===== src/rtl/dbg_match_pkg.sv =====
package dbg_match_pkg;

   typedef enum logic [1:0] {
      CAUSE_NONE  = 2'd0,
      CAUSE_BKPT  = 2'd1,
      CAUSE_WATCH = 2'd2
   } cause_e;

   localparam logic [1:0] BANK_CTRL = 2'd0;
   localparam logic [1:0] BANK_BP   = 2'd1;
   localparam logic [1:0] BANK_WP   = 2'd2;

   // access type: bit 0 = reads, bit 1 = writes
   localparam int TYPE_W = 2;

endpackage


===== src/rtl/dbg_lowest_sel.sv =====
module dbg_lowest_sel #(
   parameter int N  = 4,
   parameter int IW = 2
) (
   input  logic [N-1:0]  mask_i,
   output logic          any_o,
   output logic [IW-1:0] idx_o
);

   initial begin
      if (N < 1 || (1 << IW) < N) $error("dbg_lowest_sel: IW too small for N");
   end

   always_comb begin
      idx_o = '0;
      for (int i = N - 1; i >= 0; i--) begin
         if (mask_i[i]) idx_o = IW'(i);
      end
   end

   assign any_o = |mask_i;

endmodule


===== src/rtl/dbg_bp_bank.sv =====
module dbg_bp_bank #(
   parameter int AW = 32,
   parameter int N  = 4,
   parameter int IW = 3
) (
   input  logic          clk,
   input  logic          rst_n,
   input  logic          wr_en_i,
   input  logic [IW-1:0] wr_idx_i,
   input  logic [AW-1:0] wr_data_i,
   input  logic          fetch_valid_i,
   input  logic [AW-1:0] fetch_pc_i,
   output logic [N-1:0]  hit_mask_o
);

   localparam logic [IW-1:0] N_L = IW'(N);

   initial begin
      if ((1 << IW) < N) $error("dbg_bp_bank: index width too small");
   end

   logic [N-1:0][AW-1:0] bp_q;

   always_ff @(posedge clk or negedge rst_n) begin
      if (!rst_n) begin
         bp_q <= '0;
      end else if (wr_en_i) begin
         for (int i = 0; i < N; i++) begin
            if (wr_idx_i == IW'(i)) bp_q[i] <= wr_data_i;
         end
      end
   end

   for (genvar g = 0; g < N; g++) begin : g_cmp
      logic armed;
      assign armed = bp_q[g][0];
      assign hit_mask_o[g] = fetch_valid_i && armed &&
                             (fetch_pc_i == {bp_q[g][AW-1:1], 1'b0});
   end


   ign_idx_chk: assert property (@(posedge clk) disable iff (!rst_n)
      (wr_en_i && wr_idx_i >= N_L) |=> $stable(bp_q));


   wr_next_chk: assert property (@(posedge clk) disable iff (!rst_n)
      (wr_en_i && wr_idx_i < N_L) |=> (bp_q[$past(wr_idx_i)] == $past(wr_data_i)));

endmodule


===== src/rtl/dbg_wp_bank.sv =====
module dbg_wp_bank
   import dbg_match_pkg::*;
#(
   parameter int AW = 32,
   parameter int N  = 4,
   parameter int IW = 3
) (
   input  logic          clk,
   input  logic          rst_n,
   input  logic          wr_ctrl_i,
   input  logic          wr_wp_i,
   input  logic [IW-1:0] wr_idx_i,
   input  logic [AW-1:0] wr_data_i,
   input  logic          acc_valid_i,
   input  logic          acc_write_i,
   input  logic [AW-1:0] acc_addr_i,
   output logic [N-1:0]  hit_mask_o
);

   localparam logic [IW-1:0] N_L = IW'(N);

   initial begin
      if (TYPE_W * (N + 1) > AW) $error("dbg_wp_bank: type fields exceed control width");
      if ((1 << IW) < N) $error("dbg_wp_bank: index width too small");
   end

   logic [AW-1:0]        ctrl_q;
   logic [N-1:0][AW-1:0] wp_q;

   always_ff @(posedge clk or negedge rst_n) begin
      if (!rst_n) begin
         ctrl_q <= '0;
         wp_q   <= '0;
      end else begin
         if (wr_ctrl_i) ctrl_q <= wr_data_i;
         if (wr_wp_i) begin
            for (int i = 0; i < N; i++) begin
               if (wr_idx_i == IW'(i)) wp_q[i] <= wr_data_i;
            end
         end
      end
   end

   for (genvar g = 0; g < N; g++) begin : g_cmp
      logic [TYPE_W-1:0] kind;
      logic              dir_ok;
      assign kind   = ctrl_q[TYPE_W*(g+1) +: TYPE_W];
      assign dir_ok = acc_write_i ? kind[1] : kind[0];
      assign hit_mask_o[g] = acc_valid_i && dir_ok && (acc_addr_i == wp_q[g]);
   end


   keep_type_chk: assert property (@(posedge clk) disable iff (!rst_n)
      (wr_wp_i && !wr_ctrl_i) |=> $stable(ctrl_q));


   wp_ign_idx_chk: assert property (@(posedge clk) disable iff (!rst_n)
      (wr_wp_i && wr_idx_i >= N_L) |=> $stable(wp_q));

endmodule


===== src/rtl/dbg_match_unit.sv =====
module dbg_match_unit
   import dbg_match_pkg::*;
#(
   parameter int AW     = 32,
   parameter int NUM_BP = 4,
   parameter int NUM_WP = 4,
   parameter int SEL_W  = 3
) (
   input  logic             clk,
   input  logic             rst_n,
   input  logic             csr_we,
   input  logic [1:0]       csr_bank,
   input  logic [SEL_W-1:0] csr_idx,
   input  logic [AW-1:0]    csr_wdata,
   input  logic             fetch_valid,
   input  logic [AW-1:0]    fetch_pc,
   input  logic             acc_valid,
   input  logic             acc_write,
   input  logic [AW-1:0]    acc_addr,
   output logic             bp_hit,
   output logic             wp_hit,
   output logic             dbg_hit,
   output logic [1:0]       dbg_cause,
   output logic [((NUM_BP > NUM_WP ? NUM_BP : NUM_WP) > 1 ? $clog2(NUM_BP > NUM_WP ? NUM_BP : NUM_WP) : 1)-1:0] dbg_index,
   output logic             acc_commit
);

   localparam int UNITS = (NUM_BP > NUM_WP) ? NUM_BP : NUM_WP;
   localparam int UW    = (UNITS > 1) ? $clog2(UNITS) : 1;

   initial begin
      if (NUM_BP < 1 || NUM_WP < 1) $error("dbg_match_unit: need at least one unit per bank");
   end

   logic [NUM_BP-1:0] bp_mask;
   logic [NUM_WP-1:0] wp_mask;
   logic [UW-1:0]     bp_idx, wp_idx;
   logic              bp_any, wp_any;
   cause_e            cause;

   dbg_bp_bank #(.AW(AW), .N(NUM_BP), .IW(SEL_W)) u_bp (
      .clk          (clk),
      .rst_n        (rst_n),
      .wr_en_i      (csr_we && csr_bank == BANK_BP),
      .wr_idx_i     (csr_idx),
      .wr_data_i    (csr_wdata),
      .fetch_valid_i(fetch_valid),
      .fetch_pc_i   (fetch_pc),
      .hit_mask_o   (bp_mask)
   );

   dbg_wp_bank #(.AW(AW), .N(NUM_WP), .IW(SEL_W)) u_wp (
      .clk        (clk),
      .rst_n      (rst_n),
      .wr_ctrl_i  (csr_we && csr_bank == BANK_CTRL),
      .wr_wp_i    (csr_we && csr_bank == BANK_WP),
      .wr_idx_i   (csr_idx),
      .wr_data_i  (csr_wdata),
      .acc_valid_i(acc_valid),
      .acc_write_i(acc_write),
      .acc_addr_i (acc_addr),
      .hit_mask_o (wp_mask)
   );

   dbg_lowest_sel #(.N(NUM_BP), .IW(UW)) u_bp_sel (
      .mask_i(bp_mask), .any_o(bp_any), .idx_o(bp_idx)
   );

   dbg_lowest_sel #(.N(NUM_WP), .IW(UW)) u_wp_sel (
      .mask_i(wp_mask), .any_o(wp_any), .idx_o(wp_idx)
   );

   always_comb begin
      if (wp_any)      cause = CAUSE_WATCH;
      else if (bp_any) cause = CAUSE_BKPT;
      else             cause = CAUSE_NONE;
   end

   assign bp_hit     = bp_any;
   assign wp_hit     = wp_any;
   assign dbg_cause  = cause;
   assign dbg_hit    = cause != CAUSE_NONE;
   assign dbg_index  = wp_any ? wp_idx : (bp_any ? bp_idx : '0);
   assign acc_commit = acc_valid && !wp_any;


   wp_prio_chk: assert property (@(posedge clk) disable iff (!rst_n)
      (wp_hit && bp_hit) |-> (dbg_cause == 2'd2 && wp_mask[dbg_index]));


   bp_valid_chk: assert property (@(posedge clk) disable iff (!rst_n)
      bp_hit |-> fetch_valid);


   wp_valid_chk: assert property (@(posedge clk) disable iff (!rst_n)
      wp_hit |-> acc_valid);


   no_commit_chk: assert property (@(posedge clk) disable iff (!rst_n)
      (acc_valid && acc_write && wp_mask != '0) |-> !acc_commit);


   low_idx_chk: assert property (@(posedge clk) disable iff (!rst_n)
      (!wp_hit && bp_hit) |-> (bp_mask[dbg_index] &&
         ((bp_mask & ((NUM_BP'(1) << dbg_index) - NUM_BP'(1))) == '0)));

endmodule


===== config.mk =====
export PLATFORM = sky130hd
export DESIGN_NAME = dbg_match_unit
export DESIGN_NICKNAME = d
export VERILOG_FILES = /design/src/rtl/dbg_match_pkg.sv /design/src/rtl/dbg_lowest_sel.sv /design/src/rtl/dbg_bp_bank.sv /design/src/rtl/dbg_wp_bank.sv /design/src/rtl/dbg_match_unit.sv
export SDC_FILE = /design/constraint.sdc
export NUM_CORES = 1
export LEC_CHECK = 0
export ABC_AREA = 1
export CELL_PAD_IN_SITES_DETAIL_PLACEMENT = 1
export CELL_PAD_IN_SITES_GLOBAL_PLACEMENT = 1
export CORE_MARGIN = 5
export CORE_UTILIZATION = 35
export CTS_BUF_LIST = sky130_fd_sc_hd__clkbuf_8
export DETAILED_ROUTE_END_ITERATION = 8
export PLACE_DENSITY_LB_ADDON = 0.1
export SYNTH_ARGS = -nofsm -noshare
export SYNTH_HDL_FRONTEND = slang
export SYNTH_SLANG_ARGS = --single-unit

===== constraint.sdc =====
create_clock -name clk -period 2 [get_ports clk]
set_clock_uncertainty 0.2 [all_clocks]
set_input_delay 0.4 -clock clk [delete_from_list [all_inputs] [get_ports clk]]
set_output_delay 0.4 -clock clk [all_outputs]
set_load 0.01 [all_outputs]

* Yosys cells after proc, flatten, opt, wreduce, memory -nomap -nowiden
Index checks and enable logic that the tools add are counted.
** Operators by class
- Mux-type cells :: 16
- Reduce and logical (&&, ||, !) cells :: 34
- Eq/ne operators :: 13
** Operator list (number)
- == test 32 bit :: 8
- 2-to-1 mux 2 bit :: 11
- logical AND 1 bit :: 20
- AND reduction 2 bit :: 8
- OR reduction 4 bit :: 2
- == test 3 x 2 -> 1 bit, second input constant :: 2
- 2-to-1 mux 1 bit :: 5
- == test 3 x 1 -> 1 bit, second input constant :: 1
- zero test 3 bit :: 1
- == test 2 x 1 -> 1 bit, second input constant :: 1
- == test 2 bit, second input constant :: 1
- zero test 2 bit :: 1
- nonzero test 2 bit :: 1
- zero test 1 bit :: 1
** Storage, ports and cells
- Logic and storage cells :: 72
- Bits in registers :: 266
- Output and inout bits :: 8
- Bits of input ports :: 107

* Longest topological paths before layout
Gate-level depths: netlist (run 1).
- Depth in word-level cells :: 8
- Mapped depth :: 14
- Mapped depth without buffers :: 14

* Modules after synthesis
Synthesis (run 1) repeated with hierarchy kept, for this count alone.
** Unflattened totals
- Cell total of the unflattened synthesis :: 2144
- Area, all modules :: 15900.2 um^2
** By module, submodules not included
- dbg_wp_bank :: area an instance 7996.4 um^2, cells an instance 1011, seq. area each 3403.3 um^2, times used 1
- dbg_bp_bank :: area an instance 7729.9 um^2, cells an instance 1095, seq. area each 3203.1 um^2, times used 1
- dbg_lowest_sel :: area an instance 46.3 um^2, cells an instance 9, seq. area each 0.0 um^2, times used 2
- dbg_match_unit :: area an instance 81.3 um^2, cells an instance 20, seq. area each 0.0 um^2, times used 1

* Least setup slack after synthesis (run 1)
Ideal clock, no wire load.
- Path type :: input -> output
- Start point :: in acc_addr[15]
- End point :: out dbg_cause[1]
- Stages on the path :: 12
- Path slack :: 14 ps
- Arrival time :: 1386 ps
- Path buffers :: 2
- Data required time :: 1400 ps
- Path through :: clkbuf_2 -> nor2_1 -> nor2_1 -> nand2_1 -> nor2_1 -> nand2_1 -> nor2_1 -> nand3_1 -> nand2_2 -> nor2_2 -> inv_2 -> buf_4
** On the way
- Cells in the longest elaborated chain, start to end :: 4
- Elaborated cells between the ends (all ways) :: 10
- Classes of those cells :: 4 x eq/ne; 1 x mux; 5 x reduce/logical
** RTL lines
- start, declared :: RTL line dbg_match_unit.sv:19 : input logic [AW-1:0] acc_addr,
- == test 32 bit :: RTL line dbg_wp_bank.sv:49 : assign hit_mask_o[g] = acc_valid_i && dir_ok && (acc_addr_i == wp_q[g]);
- logical AND 1 bit :: RTL line dbg_wp_bank.sv:49
- OR reduction 4 bit * :: RTL line dbg_lowest_sel.sv:21 : assign any_o = |mask_i;
- via wp_hit :: RTL line dbg_match_unit.sv:21 : output logic wp_hit,
- 2-to-1 mux 2 bit * :: RTL line dbg_match_unit.sv:74 : if (wp_any) cause = CAUSE_WATCH;
- end, declared :: RTL line dbg_match_unit.sv:23 : output logic [1:0] dbg_cause,
Mark *: on every way through the listed nets, which the timed path passes. The rest lies on a longest branch.

* Final worst setup path (run 1)
- Start point :: in acc_valid
- End point :: out dbg_cause[0]
** On the way
- Cells in the longest elaborated chain, start to end :: 4
- Elaborated cells between the ends (all ways) :: 10
- Classes of those cells :: 1 x mux; 9 x reduce/logical
** RTL lines
- start, declared :: RTL line dbg_match_unit.sv:17 : input logic acc_valid,
- logical AND 1 bit (2 in series) :: RTL line dbg_wp_bank.sv:49
- OR reduction 4 bit * :: RTL line dbg_lowest_sel.sv:21
- 2-to-1 mux 2 bit * :: RTL line dbg_match_unit.sv:74
Mark *: on every way between the ends. The rest lies on a longest branch, timed or not.

==> results.rst, run 1 <==
.. list-table::
   :header-rows: 1

   * - Metric
     - Value
   * - HP Class
     - in2async
   * - Violated checks
     - setup timing
   * - CTS H-tree lvls
     - 2
   * - Clock buffers created by TritonCTS
     - 50
   * - Total of endpoints with negative setup slack in the final report
     - 8
   * - Cell-internal power
     - 10.6 mW
   * - Setup ws final
     - -1060 ps
   * - Max-slew violation total from the final report
     - 0
   * - Most used cells in the layout excluding fill and tap cells
     - 717 x sky130_fd_sc_hd__nand2_1, 277 x sky130_fd_sc_hd__o21ai_0, 264 x sky130_fd_sc_hd__dfrtp_1
   * - Kind of launch point of the worst setup path
     - input pin
   * - YS warnings
     - 0
   * - Combinational Power Share
     - 0.238
   * - Starting Density
     - 0.355
   * - Switching power
     - 5.39 mW
   * - Type of the setup path with the least slack
     - in2out
   * - Sum of net half-perimeters after detailed placement
     - 41300 microns
   * - Total number of vias
     - 13200
   * - Min cycle time layout
     - 3060 ps
   * - Layout-stage area growth over the synthesis result
     - 30.3%
   * - Drt drc
     - 0
   * - Outcome
     - complete, but fails checks
   * - Number of global-route vias before repair
     - 13700
   * - Part of the power in the clock network
     - 0.319
   * - Overall Power
     - 16.0 mW
   * - Placed Cells incl. Taps
     - 2638
   * - Post-synthesis average cell area
     - 7.21 sq um
   * - Remaining Overflow, GRT
     - 0
   * - Met1 WL
     - 26900 microns
   * - Post-synthesis instance area
     - 13800 sq um
   * - Yosys reg bits
     - 264
   * - Data arrival, critical path
     - 2460 ps
   * - Hold Vio Cnt, Final
     - 0
   * - Placeable core region
     - 38700 sq um
   * - GRT Resource Usage Total
     - 0.248
   * - Library cells used by synthesis
     - 28
   * - Static Leakage
     - 9.17 nW
   * - Placer congestion estimate
     - 0.929
   * - Maximum number of pins on one net before global-route repair
     - 56
   * - 1st-pass router iterations
     - 5
   * - Initial antenna violation count
     - 2
   * - Critical-path maximum fanout
     - 5
   * - Count of cells along the worst register-to-register path
     - 3
   * - Highest metal layer with signal wires
     - met4
   * - Tightest slew margin relative to the limit
     - 0.689
   * - Final instance count without filler cells
     - 2734
   * - Share of layout cells above drive strength 1
     - 0.144
   * - Reg2reg end
     - u_wp.wp_q[3]
   * - Height of the die
     - 208 microns
   * - Core occupancy in the finished layout
     - 0.463
   * - Ratio of final minimum period to clock period
     - 1.53
   * - Die span in x
     - 208 microns
   * - Net count after synthesis
     - 2014
   * - WL met3
     - 3270 microns
   * - R2r startpoint
     - u_wp.wp_q[3]
   * - Transition at the pin with the smallest max-transition slack
     - 465 ps
   * - Power density over cell area
     - 894 nW/um^2
   * - Detail-routed net length per standard cell
     - 19.8 microns
   * - Peak VDD IR
     - 0.456 mV
   * - Part of the power in registers
     - 0.443
   * - Slack of the worst reg-to-reg path
     - 940 ps
   * - Layout Nets
     - 2283
   * - Number of buffers added on ports
     - 114
   * - Number of violations reported at the end of detailed-routing iteration 0
     - 894
   * - Crit path capture type
     - output port
   * - Root buffer cell
     - sky130_fd_sc_hd__clkbuf_8
   * - TritonCTS sink count
     - 264
   * - Highest attainable clock frequency
     - 327 MHz
   * - Unrepaired setup endpoints after global routing
     - true
   * - Number of nets with antenna violations after routing
     - 0
   * - WL final
     - 54100 microns
   * - Commonest non-fill, non-tap cell in the layout
     - sky130_fd_sc_hd__nand2_1
   * - Number of I/O pins
     - 115
   * - Wire length of the first global-routing pass
     - 82700 microns
   * - Buffers from clock root to sink, at most
     - 3
   * - Post-synthesis instance total
     - 1907
   * - Vias per cell
     - 4.83
   * - Clock-pin transition on the worst setup and hold timing paths
     - 60 ps
   * - Met2 routed WL
     - 22800 microns
   * - Switching portion of total power
     - 0.337
   * - Required time at the worst-slack endpoint
     - 1400 ps
   * - Clock tree from TritonCTS
     - done
   * - Count of standard-cell rows
     - 72
   * - Max-Cap Viols
     - 0
   * - Sequential-to-total area share from yosys stat
     - 0.480
   * - Overall die area
     - 43400 sq um
   * - Worst-skew pair later-pin latency
     - 600 ps
==> final cells by class <==
cell class | count | area, sq um
Clock inverter | 30 | 119
Clock buffer | 60 | 826
Inverter | 267 | 1000
Tap cell | 518 | 648
Fill cell | 4934 | 20800
Multi-Input combinational cell | 1319 | 6100
Sequential cell | 264 | 6610
Antenna cell | 2 | 5.00
Timing Repair Buffer | 274 | 2610
==> metrics by stage <==
stage | setup slack, ps | area [sq um] | TNS (ps) | hold WS, ps
finish | -1060 | 17900 | -7970 | 83.9
global route | -1200 | 17900 | -9050 | 72.0
CTS | -1100 | 17800 | -8160 | 51.8
detailed placement | -1700 | 16700 | -23720 | 134
global placement | -1630 | 16700 | -17990 | 140
floorplan | 14.4 | 13800 | 0 | -95.6
==> flip-flops by register name, indices dropped and copies added (netlist names) <==
register and count:
u_bp.bp_q 128, u_wp.wp_q 128, u_wp.ctrl_q 8
==> kinds of logic (layout without fill, tap and decap cells) <==
kind of cell | Yosys count | in the layout | share of synthesized area
and+or+nand+nor | 919 | 919 | 0.258
xor gates and xnor gates | 90 | 90 | 0.0573
AOI/OAI and AO/OA | 310 | 310 | 0.114
DFF | 264 | 264 | 0.480
buffers and inverters | 324 | 631 | 0.0897
other | 0 | 2 | 0
==> cell usage after synthesis (all sizes together) <==
cell | n | area [sq um]
nand2 | 736 | 2770
o21ai | 295 | 1480
clkbuf | 52 | 201
o22ai | 5 | 31.3
o221ai | 2 | 17.5
inv | 266 | 998
and2 | 1 | 6.26
clkinv | 1 | 3.75
nor3 | 4 | 20.0
xnor2 | 57 | 499
xor2 | 33 | 289
nor2 | 141 | 537
nand4 | 22 | 138
a21oi | 7 | 38.8
or2 | 5 | 31.3
o211ai | 1 | 7.51
nand3 | 10 | 55.1
dfrtp | 264 | 6610
buf | 5 | 30.0
==> power groups by stage <==
stage / clock [mW] / combinational [mW] / sequential (mW)
final: 5.11 / 3.80 / 7.10
after global routing: 5.54 / 4.29 / 7.22
after CTS: 5.28 / 3.79 / 7.09
after detailed placement: 0 / 3.73 / 7.17
after global placement: 0 / 3.62 / 7.12
after floorplan: 0 / 2.04 / 6.96
==> routing by layer <==
metal  global-route usage  vias up
li1                     -     6386
met1                0.379     6420
met5                    0        -
met2                0.363      326
met3               0.0458       62
met4               0.0612        0
==> worst max path at each step <==
stage	start	endpoint	slack (ps)	depth (start not counted)
after floorplan	acc_addr[15]	dbg_cause[1]	10	12
after global placement	fetch_pc[24]	dbg_index[0]	-1630	14
after detailed placement	fetch_pc[1]	dbg_cause[0]	-1700	14
after CTS	u_wp.wp_q[106]	dbg_index[1]	-1100	12
after global routing	u_wp.wp_q[106]	dbg_cause[0]	-1200	13
final	acc_valid	dbg_cause[0]	-1060	14
==> worst max-delay path, cell delays in order <==
cell                              delay (ps)
sky130_fd_sc_hd__clkdlybuf4s50_1         450
sky130_fd_sc_hd__inv_1                   180
sky130_fd_sc_hd__a21oi_1                 340
sky130_fd_sc_hd__nand2_1                 100
sky130_fd_sc_hd__nor2_1                  130
sky130_fd_sc_hd__nand2_1                  70
sky130_fd_sc_hd__nor2_1                  110
sky130_fd_sc_hd__nand3_2                 140
sky130_fd_sc_hd__nand2_2                 120
sky130_fd_sc_hd__nor2_4                   50
sky130_fd_sc_hd__inv_2                    80
sky130_fd_sc_hd__buf_12                  120
sky130_fd_sc_hd__nor2_4                   30
sky130_fd_sc_hd__buf_6                   120
==> timing repair <==
action | 4_1_cts | 5_1_grt
hold buffers | 1 | 0
endpoints found under the hold margin | 264 | 0
setup buffers | 3 | 3
resized for setup | 83 | 29
endpoints found under the setup margin | 8 | 8
pin swaps | 22 | 14
Power figures use the tool's default switching activity.
==> run 2: changes to the inputs <==
--- a/config.mk
+++ b/config.mk
@@ -13,6 +13,7 @@
 export CTS_BUF_LIST = sky130_fd_sc_hd__clkbuf_8
 export DETAILED_ROUTE_END_ITERATION = 8
 export PLACE_DENSITY_LB_ADDON = 0.1
+export REMOVE_ABC_BUFFERS = 1
 export SYNTH_ARGS = -nofsm -noshare
 export SYNTH_HDL_FRONTEND = slang
 export SYNTH_SLANG_ARGS = --single-unit
==> run 2 against run 1 <==
The run still ends with setup timing left; hold slack improved by 14 ps; final cell count rose by 0.66%; core utilization rose by 1.0 points; via count rose by 0.42%; clock power rose by 14%; worst setup slack improved by 70 ps; routed wire length fell by 0.69%; combinational power rose by 2%; largest cell class unchanged.
==> results.rst, run 2 (synthesized netlist as in run 1, its figures left out) <==
.. list-table::
   :header-rows: 1

   * - Metric
     - Value
   * - Outcome
     - complete, but fails checks
   * - Violated checks
     - setup timing
   * - Switching portion of total power
     - 0.327
   * - Detail-routed net length per standard cell
     - 19.5 microns
   * - Part of the power in registers
     - 0.423
   * - Number of buffers added on ports
     - 114
   * - Static Leakage
     - 9.33 nW
   * - Worst Hold Margin
     - 97.8 ps
   * - Number of global-route vias before repair
     - 14000
   * - Sum of net half-perimeters after detailed placement
     - 39900 microns
   * - Power density over cell area
     - 917 nW/um^2
   * - Starting Density
     - 0.355
   * - Clock-pin transition on the worst setup and hold timing paths
     - 60 ps
   * - Share of layout cells above drive strength 1
     - 0.181
   * - Number of violations reported at the end of detailed-routing iteration 0
     - 820
   * - Overall Power
     - 16.8 mW
   * - Data arrival, critical path
     - 2390 ps
   * - Clock buffers created by TritonCTS
     - 51
   * - Overall die area
     - 43400 sq um
   * - Wire length of the first global-routing pass
     - 82300 microns
   * - HP Class
     - in2async
   * - GR Util met3
     - 0.0535
   * - Top delay family on crit path
     - buffers and inverters
   * - Total number of vias
     - 13200
   * - Highest cell delay on the worst timing path
     - 470 ps
   * - Critical-path maximum fanout
     - 3
   * - Total of endpoints with negative setup slack in the final report
     - 8
   * - Remaining Overflow, GRT
     - 0
   * - Part of the power in the clock network
     - 0.346
   * - Number of buffer and inverter instances along the worst setup path
     - 5
   * - Initial antenna violation count
     - 1
   * - Type of the setup path with the least slack
     - in2out
   * - Summed negative setup slack over all endpoints
     - -7470 ps
   * - Area taken by multi-input logic gates
     - 6300 sq um
   * - Fill cell total of the finished layout
     - 4877
   * - Worst-skew pair later-pin latency
     - 620 ps
   * - Buffers from clock root to sink, at most
     - 3
   * - TritonCTS sink count
     - 264
   * - GRT Resource Usage Total
     - 0.246
   * - Maximum number of pins on one net before global-route repair
     - 65
   * - Most used cells in the layout excluding fill and tap cells
     - 695 x sky130_fd_sc_hd__nand2_1, 279 x sky130_fd_sc_hd__o21ai_0, 264 x sky130_fd_sc_hd__dfrtp_1
   * - WL final
     - 53700 microns
   * - Hold Vio Cnt, Final
     - 0
   * - Number of I/O pins
     - 115
   * - Switching power
     - 5.49 mW
   * - Min cycle time layout
     - 2990 ps
   * - Drt drc
     - 0
   * - Unrepaired setup endpoints after global routing
     - true
   * - Busiest layer in global routing
     - met2
   * - Combinational Power Share
     - 0.232
   * - Max-Cap Viols
     - 0
   * - Clock tree from TritonCTS
     - done
   * - Cell-internal power
     - 11.3 mW
   * - Transition at the pin with the smallest max-transition slack
     - 501 ps
   * - Kind of launch point of the worst setup path
     - input pin
   * - Global Route met2 Usage
     - 0.383
   * - Placeable core region
     - 38700 sq um
   * - 1st-pass router iterations
     - 5
   * - Highest attainable clock frequency
     - 335 MHz
   * - Antenna cells
     - 0
   * - Largest registers ranked by flip-flop count
     - u_bp.bp_q (128), u_wp.wp_q (128), u_wp.ctrl_q (8)
   * - Tightest slew margin relative to the limit
     - 0.665
   * - Crit path max-delay cell type
     - sky130_fd_sc_hd__clkdlybuf4s50_1
   * - Vias per cell
     - 4.81
   * - Most numerous cell on the critical path
     - sky130_fd_sc_hd__buf_4
   * - Number of nets with antenna violations after routing
     - 0
   * - CTS H-tree lvls
     - 2
   * - FF/Latch Area
     - 6610 sq um
   * - Count of standard-cell rows
     - 72
   * - Layout-stage area growth over the synthesis result
     - 33.1%
   * - Worst-case setup slack after placement
     - -1670 ps
   * - Commonest non-fill, non-tap cell in the layout
     - sky130_fd_sc_hd__nand2_1
   * - Placer congestion estimate
     - 0.953
   * - Layout Nets
     - 2302
   * - Met1 GRT Util
     - 0.351
   * - Required time at the worst-slack endpoint
     - 1400 ps
   * - Height of the die
     - 208 microns
   * - Cells along the critical path
     - clkdlybuf4s50_1 > buf_4 > xor2_2 > buf_4 > nor2_1 > nand2_1 > nor2_1 > nand2_2 > nor2_4 > nor2_4 > buf_4 > nand2_4 > a21oi_4 > buf_2
   * - Die span in x
     - 208 microns
   * - Peak VDD IR
     - 0.422 mV
   * - Root buffer cell
     - sky130_fd_sc_hd__clkbuf_8
   * - Setup ws final
     - -986 ps
   * - Ratio of final minimum period to clock period
     - 1.49
   * - Crit path capture type
     - output port
   * - Max-slew violation total from the final report
     - 0
==> run 2: cell count changes in the layout (fill, tap and decap cells not counted), moves of 4 or more <==
cell                              change
sky130_fd_sc_hd__buf_4               +22
sky130_fd_sc_hd__clkinv_2             +6
sky130_fd_sc_hd__clkdlybuf4s50_1      -7
sky130_fd_sc_hd__dlymetal6s2s_1       +5
sky130_fd_sc_hd__nor2_2              +15
sky130_fd_sc_hd__xor2_2               +4
sky130_fd_sc_hd__nand2_2             +21
sky130_fd_sc_hd__inv_1               -18
sky130_fd_sc_hd__buf_12               -7
sky130_fd_sc_hd__inv_2                +6
sky130_fd_sc_hd__nand2_1             -22
sky130_fd_sc_hd__clkbuf_8             +5
sky130_fd_sc_hd__nor2_1              -18
sky130_fd_sc_hd__xor2_1               -4
==> run 2: path summary, 6_finish.rpt <==
kind / start / endpoint / slack, ps / cells after the start
hold reg to reg: u_wp.ctrl_q[4] / u_wp.ctrl_q[4] / 280 / 2
max in group asynchronous: rst_n / u_bp.bp_q[75] / 810 / 3
hold / removal: rst_n / u_bp.bp_q[19] / 100 / 2
setup / recovery: fetch_pc[17] / dbg_index[1] / -990 / 14
min in group clk: u_wp.ctrl_q[4] / u_wp.ctrl_q[4] / 280 / 2
setup reg to reg: u_bp.bp_q[63] / u_bp.bp_q[63] / 900 / 4
==> run 2: metrics by stage <==
stage                     cell area [sq um]   util  cells
after floorplan                       13500      -   1850
after global placement                16800  0.433   2651
after detailed placement              16800  0.433   2651
after CTS                             18000  0.465   2750
after global routing                  18300  0.473   2752
final                                 18300  0.473   2752
==> run 2: what timing repair did <==
| action | CTS | global route |
|---|---|---|
| hold buffers | 1 | 0 |
| pin swaps | 34 | 50 |
| gates resized for setup | 91 | 88 |
| setup endpoints to repair | 8 | 8 |
| endpoints found under the hold margin | 264 | 0 |
| buffers inserted | 7 | 4 |
==> run 2: area by class of cell <==
class                      instances  share of cell area
multi-input combinational       1319               0.344
tap                              518              0.0354
inverter                         267              0.0549
clock buffer                      65              0.0489
timing repair buffer             292               0.145
sequential                       264               0.361
clock inverter                    27              0.0106
==> run 2: power by group through the flow <==
| stage | Sequential (mW) | Clock, mW | Combinational [mW] |
|---|---|---|---|
| detailed placement | 7.15 | 0 | 3.73 |
| finish | 7.10 | 5.80 | 3.89 |
| global placement | 7.11 | 0 | 3.61 |
| global route | 7.22 | 6.19 | 4.39 |
| floorplan | 6.96 | 0 | 2.01 |
| CTS | 7.08 | 5.95 | 3.81 |
==> run 2: routing by layer <==
metal	share of wire	up-vias	routed length (microns)
li1	-	6420	-
met1	0.47	6463	25500
met2	0.45	291	23900
met3	0.060	75	3240
met4	0.020	0	1080
met5	0	-	0
==> run 2: worst register-to-register path, cell delays in order, from the launching register on <==
cell                      delay (ps)
sky130_fd_sc_hd__dfrtp_1         390
sky130_fd_sc_hd__buf_4           140
sky130_fd_sc_hd__buf_4           120
sky130_fd_sc_hd__nand2_1          50
sky130_fd_sc_hd__o21ai_0          70
==> run 3: changes to the inputs <==
--- a/config.mk
+++ b/config.mk
@@ -14,6 +14,7 @@
 export DETAILED_ROUTE_END_ITERATION = 8
 export PLACE_DENSITY_LB_ADDON = 0.1
 export REMOVE_ABC_BUFFERS = 1
+export SLEW_MARGIN = 15
 export SYNTH_ARGS = -nofsm -noshare
 export SYNTH_HDL_FRONTEND = slang
 export SYNTH_SLANG_ARGS = --single-unit
==> constraint.sdc (replaced) <==
create_clock -name clk -period 2 [get_ports clk]
set_clock_uncertainty 0.2 [all_clocks]
set_input_delay 0.2 -clock clk [delete_from_list [all_inputs] [get_ports clk]]
set_output_delay 0.2 -clock clk [all_outputs]
set_load 0.01 [all_outputs]
==> run 3 against run 2 <==
The flow still finishes with violations (setup timing); final cell count shrank 0.91%; via count is 0.92% lower; maximum frequency grew 9.4%; final area shrank 1.4%; global-route usage is 0.33 points lower; flip-flop and latch count stayed put; routed wire length shrank 1.3%; worst setup slack better by 260 ps; critical path type is now reg2out; critical endpoint is now dbg_index[0]; highest routed layer unchanged.
==> results.rst, run 3 (synthesized netlist as in run 1, its figures left out) <==
.. list-table::
   :header-rows: 1

   * - Metric
     - Value
   * - Buffers from clock root to sink, at most
     - 3
   * - Min cycle time layout
     - 2730 ps
   * - Count of cells along the worst register-to-register path
     - 3
   * - Height of the die
     - 208 microns
   * - Hold endpoint
     - u_wp.wp_q[42]
   * - Die span in x
     - 208 microns
   * - Number of I/O pins
     - 115
   * - Violated checks
     - setup timing
   * - GRT Resource Usage Total
     - 0.242
   * - Most used cells in the layout excluding fill and tap cells
     - 698 x sky130_fd_sc_hd__nand2_1, 280 x sky130_fd_sc_hd__o21ai_0, 264 x sky130_fd_sc_hd__dfrtp_1
   * - Instance count along the most critical hold path
     - 3
   * - Layout Nets
     - 2279
   * - Met2 routed WL
     - 23800 microns
   * - Number of buffers added on ports
     - 114
   * - Placed standard-cell area
     - 16600 sq um
   * - Static Leakage
     - 9.12 nW
   * - Peak VDD IR
     - 0.385 mV
   * - Drt drc
     - 0
   * - Required time at the worst-slack endpoint
     - 1600 ps
   * - Maximum number of pins on one net before global-route repair
     - 76
   * - Worst-skew pair later-pin latency
     - 610 ps
   * - Critical-path maximum fanout
     - 3
   * - Largest registers ranked by flip-flop count
     - u_bp.bp_q (128), u_wp.wp_q (128), u_wp.ctrl_q (8)
   * - Placeable core region
     - 38700 sq um
   * - 1st-pass router iterations
     - 5
   * - Sum of net half-perimeters after detailed placement
     - 38900 microns
   * - Fill cell total of the finished layout
     - 4867
   * - Hold_sp
     - csr_wdata[10]
   * - Number of nets with antenna violations after routing
     - 0
   * - Transition at the pin with the smallest max-transition slack
     - 566 ps
   * - WL final
     - 53000 microns
   * - Tightest slew margin relative to the limit
     - 0.622
   * - Placer congestion estimate
     - 0.927
   * - Initial antenna violation count
     - 0
   * - R2r startpoint
     - u_wp.wp_q[113]
   * - Total of endpoints with negative setup slack in the final report
     - 8
   * - TritonCTS sink count
     - 264
   * - Ratio of final minimum period to clock period
     - 1.36
   * - Clock buffers created by TritonCTS
     - 50
   * - Remaining Overflow, GRT
     - 0
   * - Type of the setup path with the least slack
     - reg2out
   * - Slack of the worst reg-to-reg path
     - 960 ps
   * - Crit path capture type
     - output port
   * - Root buffer cell
     - sky130_fd_sc_hd__clkbuf_8
   * - Commonest non-fill, non-tap cell in the layout
     - sky130_fd_sc_hd__nand2_1
   * - Unrepaired setup endpoints after global routing
     - true
   * - Overall Power
     - 16.4 mW
   * - Final standard cell area without fillers
     - 18100 sq um
   * - Kind of launch point of the worst setup path
     - register
   * - Layout-stage area growth over the synthesis result
     - 31.3%
   * - Max-slew violation total from the final report
     - 0
   * - Data arrival, critical path
     - 2330 ps
   * - Starting Density
     - 0.355
   * - Total number of vias
     - 13100
   * - Clock-pin transition on the worst setup and hold timing paths
     - 60 ps
   * - WL met3
     - 2600 microns
   * - Wire length of the first global-routing pass
     - 81200 microns
   * - Share of layout cells above drive strength 1
     - 0.164
   * - Clock tree from TritonCTS
     - done
   * - Detail-routed net length per standard cell
     - 19.4 microns
   * - Hold Vio Cnt, Final
     - 0
   * - CTS H-tree lvls
     - 2
   * - Outcome
     - complete, but fails checks
   * - Count of standard-cell rows
     - 72
   * - Antenna cells
     - 0
   * - Overall die area
     - 43400 sq um
   * - Max-Cap Viols
     - 0
   * - Highest metal layer with signal wires
     - met4
   * - Worst-case setup slack after placement
     - -1260 ps
   * - Setup ws final
     - -728 ps
   * - Vias per cell
     - 4.81
   * - Summed negative setup slack over all endpoints
     - -5520 ps
   * - Number of global-route vias before repair
     - 13700
   * - Reg2reg end
     - u_wp.wp_q[113]
   * - Number of violations reported at the end of detailed-routing iteration 0
     - 737
   * - Final instance count without filler cells
     - 2727
   * - Power density over cell area
     - 906 nW/um^2
   * - Met1 WL
     - 25700 microns
   * - Highest attainable clock frequency
     - 367 MHz
   * - Placed Cells incl. Taps
     - 2629
   * - HP Class
     - in2reg
[run 3: cell count changes in the layout (fill, tap and decap cells not counted), sizes merged, moves of 3 or more]
cell,change
clkinv,-7
buf,-23
inv,+7
clkdlybuf4s50,+24
dlymetal6s2s,-12
bufinv,-3
dlygate4sd2,-12
[run 3: final cells by class]
cell class / count / area, sq um / share of cell area
clock buffer: 66 / 908 / 0.0503
clock inverter: 23 / 87.6 / 0.00485
inverter: 267 / 1000 / 0.0557
multi-input combinational: 1319 / 6290 / 0.348
sequential: 264 / 6610 / 0.366
tap: 518 / 648 / 0.0359
timing repair buffer: 270 / 2510 / 0.139
[run 3: what timing repair did]
| item | in CTS | in global routing |
|---|---|---|
| hold buffers | 3 | 0 |
| resized for setup | 89 | 55 |
| endpoints found under the setup margin | 8 | 8 |
| setup buffers | 3 | 5 |
| cloned | 0 | 0 |
| hold endpoints to repair | 264 | 0 |
| pin swaps | 30 | 31 |
[run 3: worst max-delay path, cell delays in order, from the launching register on]
cell and delay, ps:
sky130_fd_sc_hd__dfrtp_1 410, sky130_fd_sc_hd__nand2_2 150, sky130_fd_sc_hd__nand4_1 210, sky130_fd_sc_hd__nor2_1 150, sky130_fd_sc_hd__nand2_1 70, sky130_fd_sc_hd__nor2_2 170
sky130_fd_sc_hd__nand3_2 120, sky130_fd_sc_hd__nand2_4 110, sky130_fd_sc_hd__nor2_4 50, sky130_fd_sc_hd__nand2_2 80, sky130_fd_sc_hd__nand2_4 70, sky130_fd_sc_hd__buf_6 120
[run 3: per-stage QoR]
step,util,hold slack [ps]
3_5_place_dp,0.429,-129
4_1_cts,0.461,124
5_1_grt,0.466,179
3_3_place_gp,0.429,-129
2_1_floorplan,-,-296
6_report,0.466,156
[run 3: how the worst max path moves through the flow]
| stage | start | endpoint | cells after the start |
|---|---|---|---|
| 6_report | u_wp.wp_q[23] | dbg_index[0] | 11 |
| 5_1_grt | u_wp.wp_q[19] | dbg_cause[0] | 12 |
| 3_3_place_gp | fetch_pc[31] | dbg_hit | 13 |
| 4_1_cts | u_bp.bp_q[19] | dbg_index[0] | 11 |
| 2_1_floorplan | csr_idx[1] | u_bp.bp_q[100] | 4 |
| 3_5_place_dp | fetch_pc[31] | dbg_hit | 13 |
[run 3: routing by layer]
| metal | up-vias | global-route usage |
|---|---|---|
| li1 | 6366 | - |
| met2 | 277 | 0.381 |
| met4 | 0 | 0.0525 |
| met5 | - | 0 |
| met3 | 67 | 0.0431 |
| met1 | 6417 | 0.352 |
[run 3: where the power goes]
part / internal, mW / total (mW) / switching (mW)
clock: 2.92 / 5.37 / 2.45
combinational: 1.69 / 3.90 / 2.21
sequential: 6.34 / 7.10 / 0.761
total: 10.9 / 16.4 / 5.42
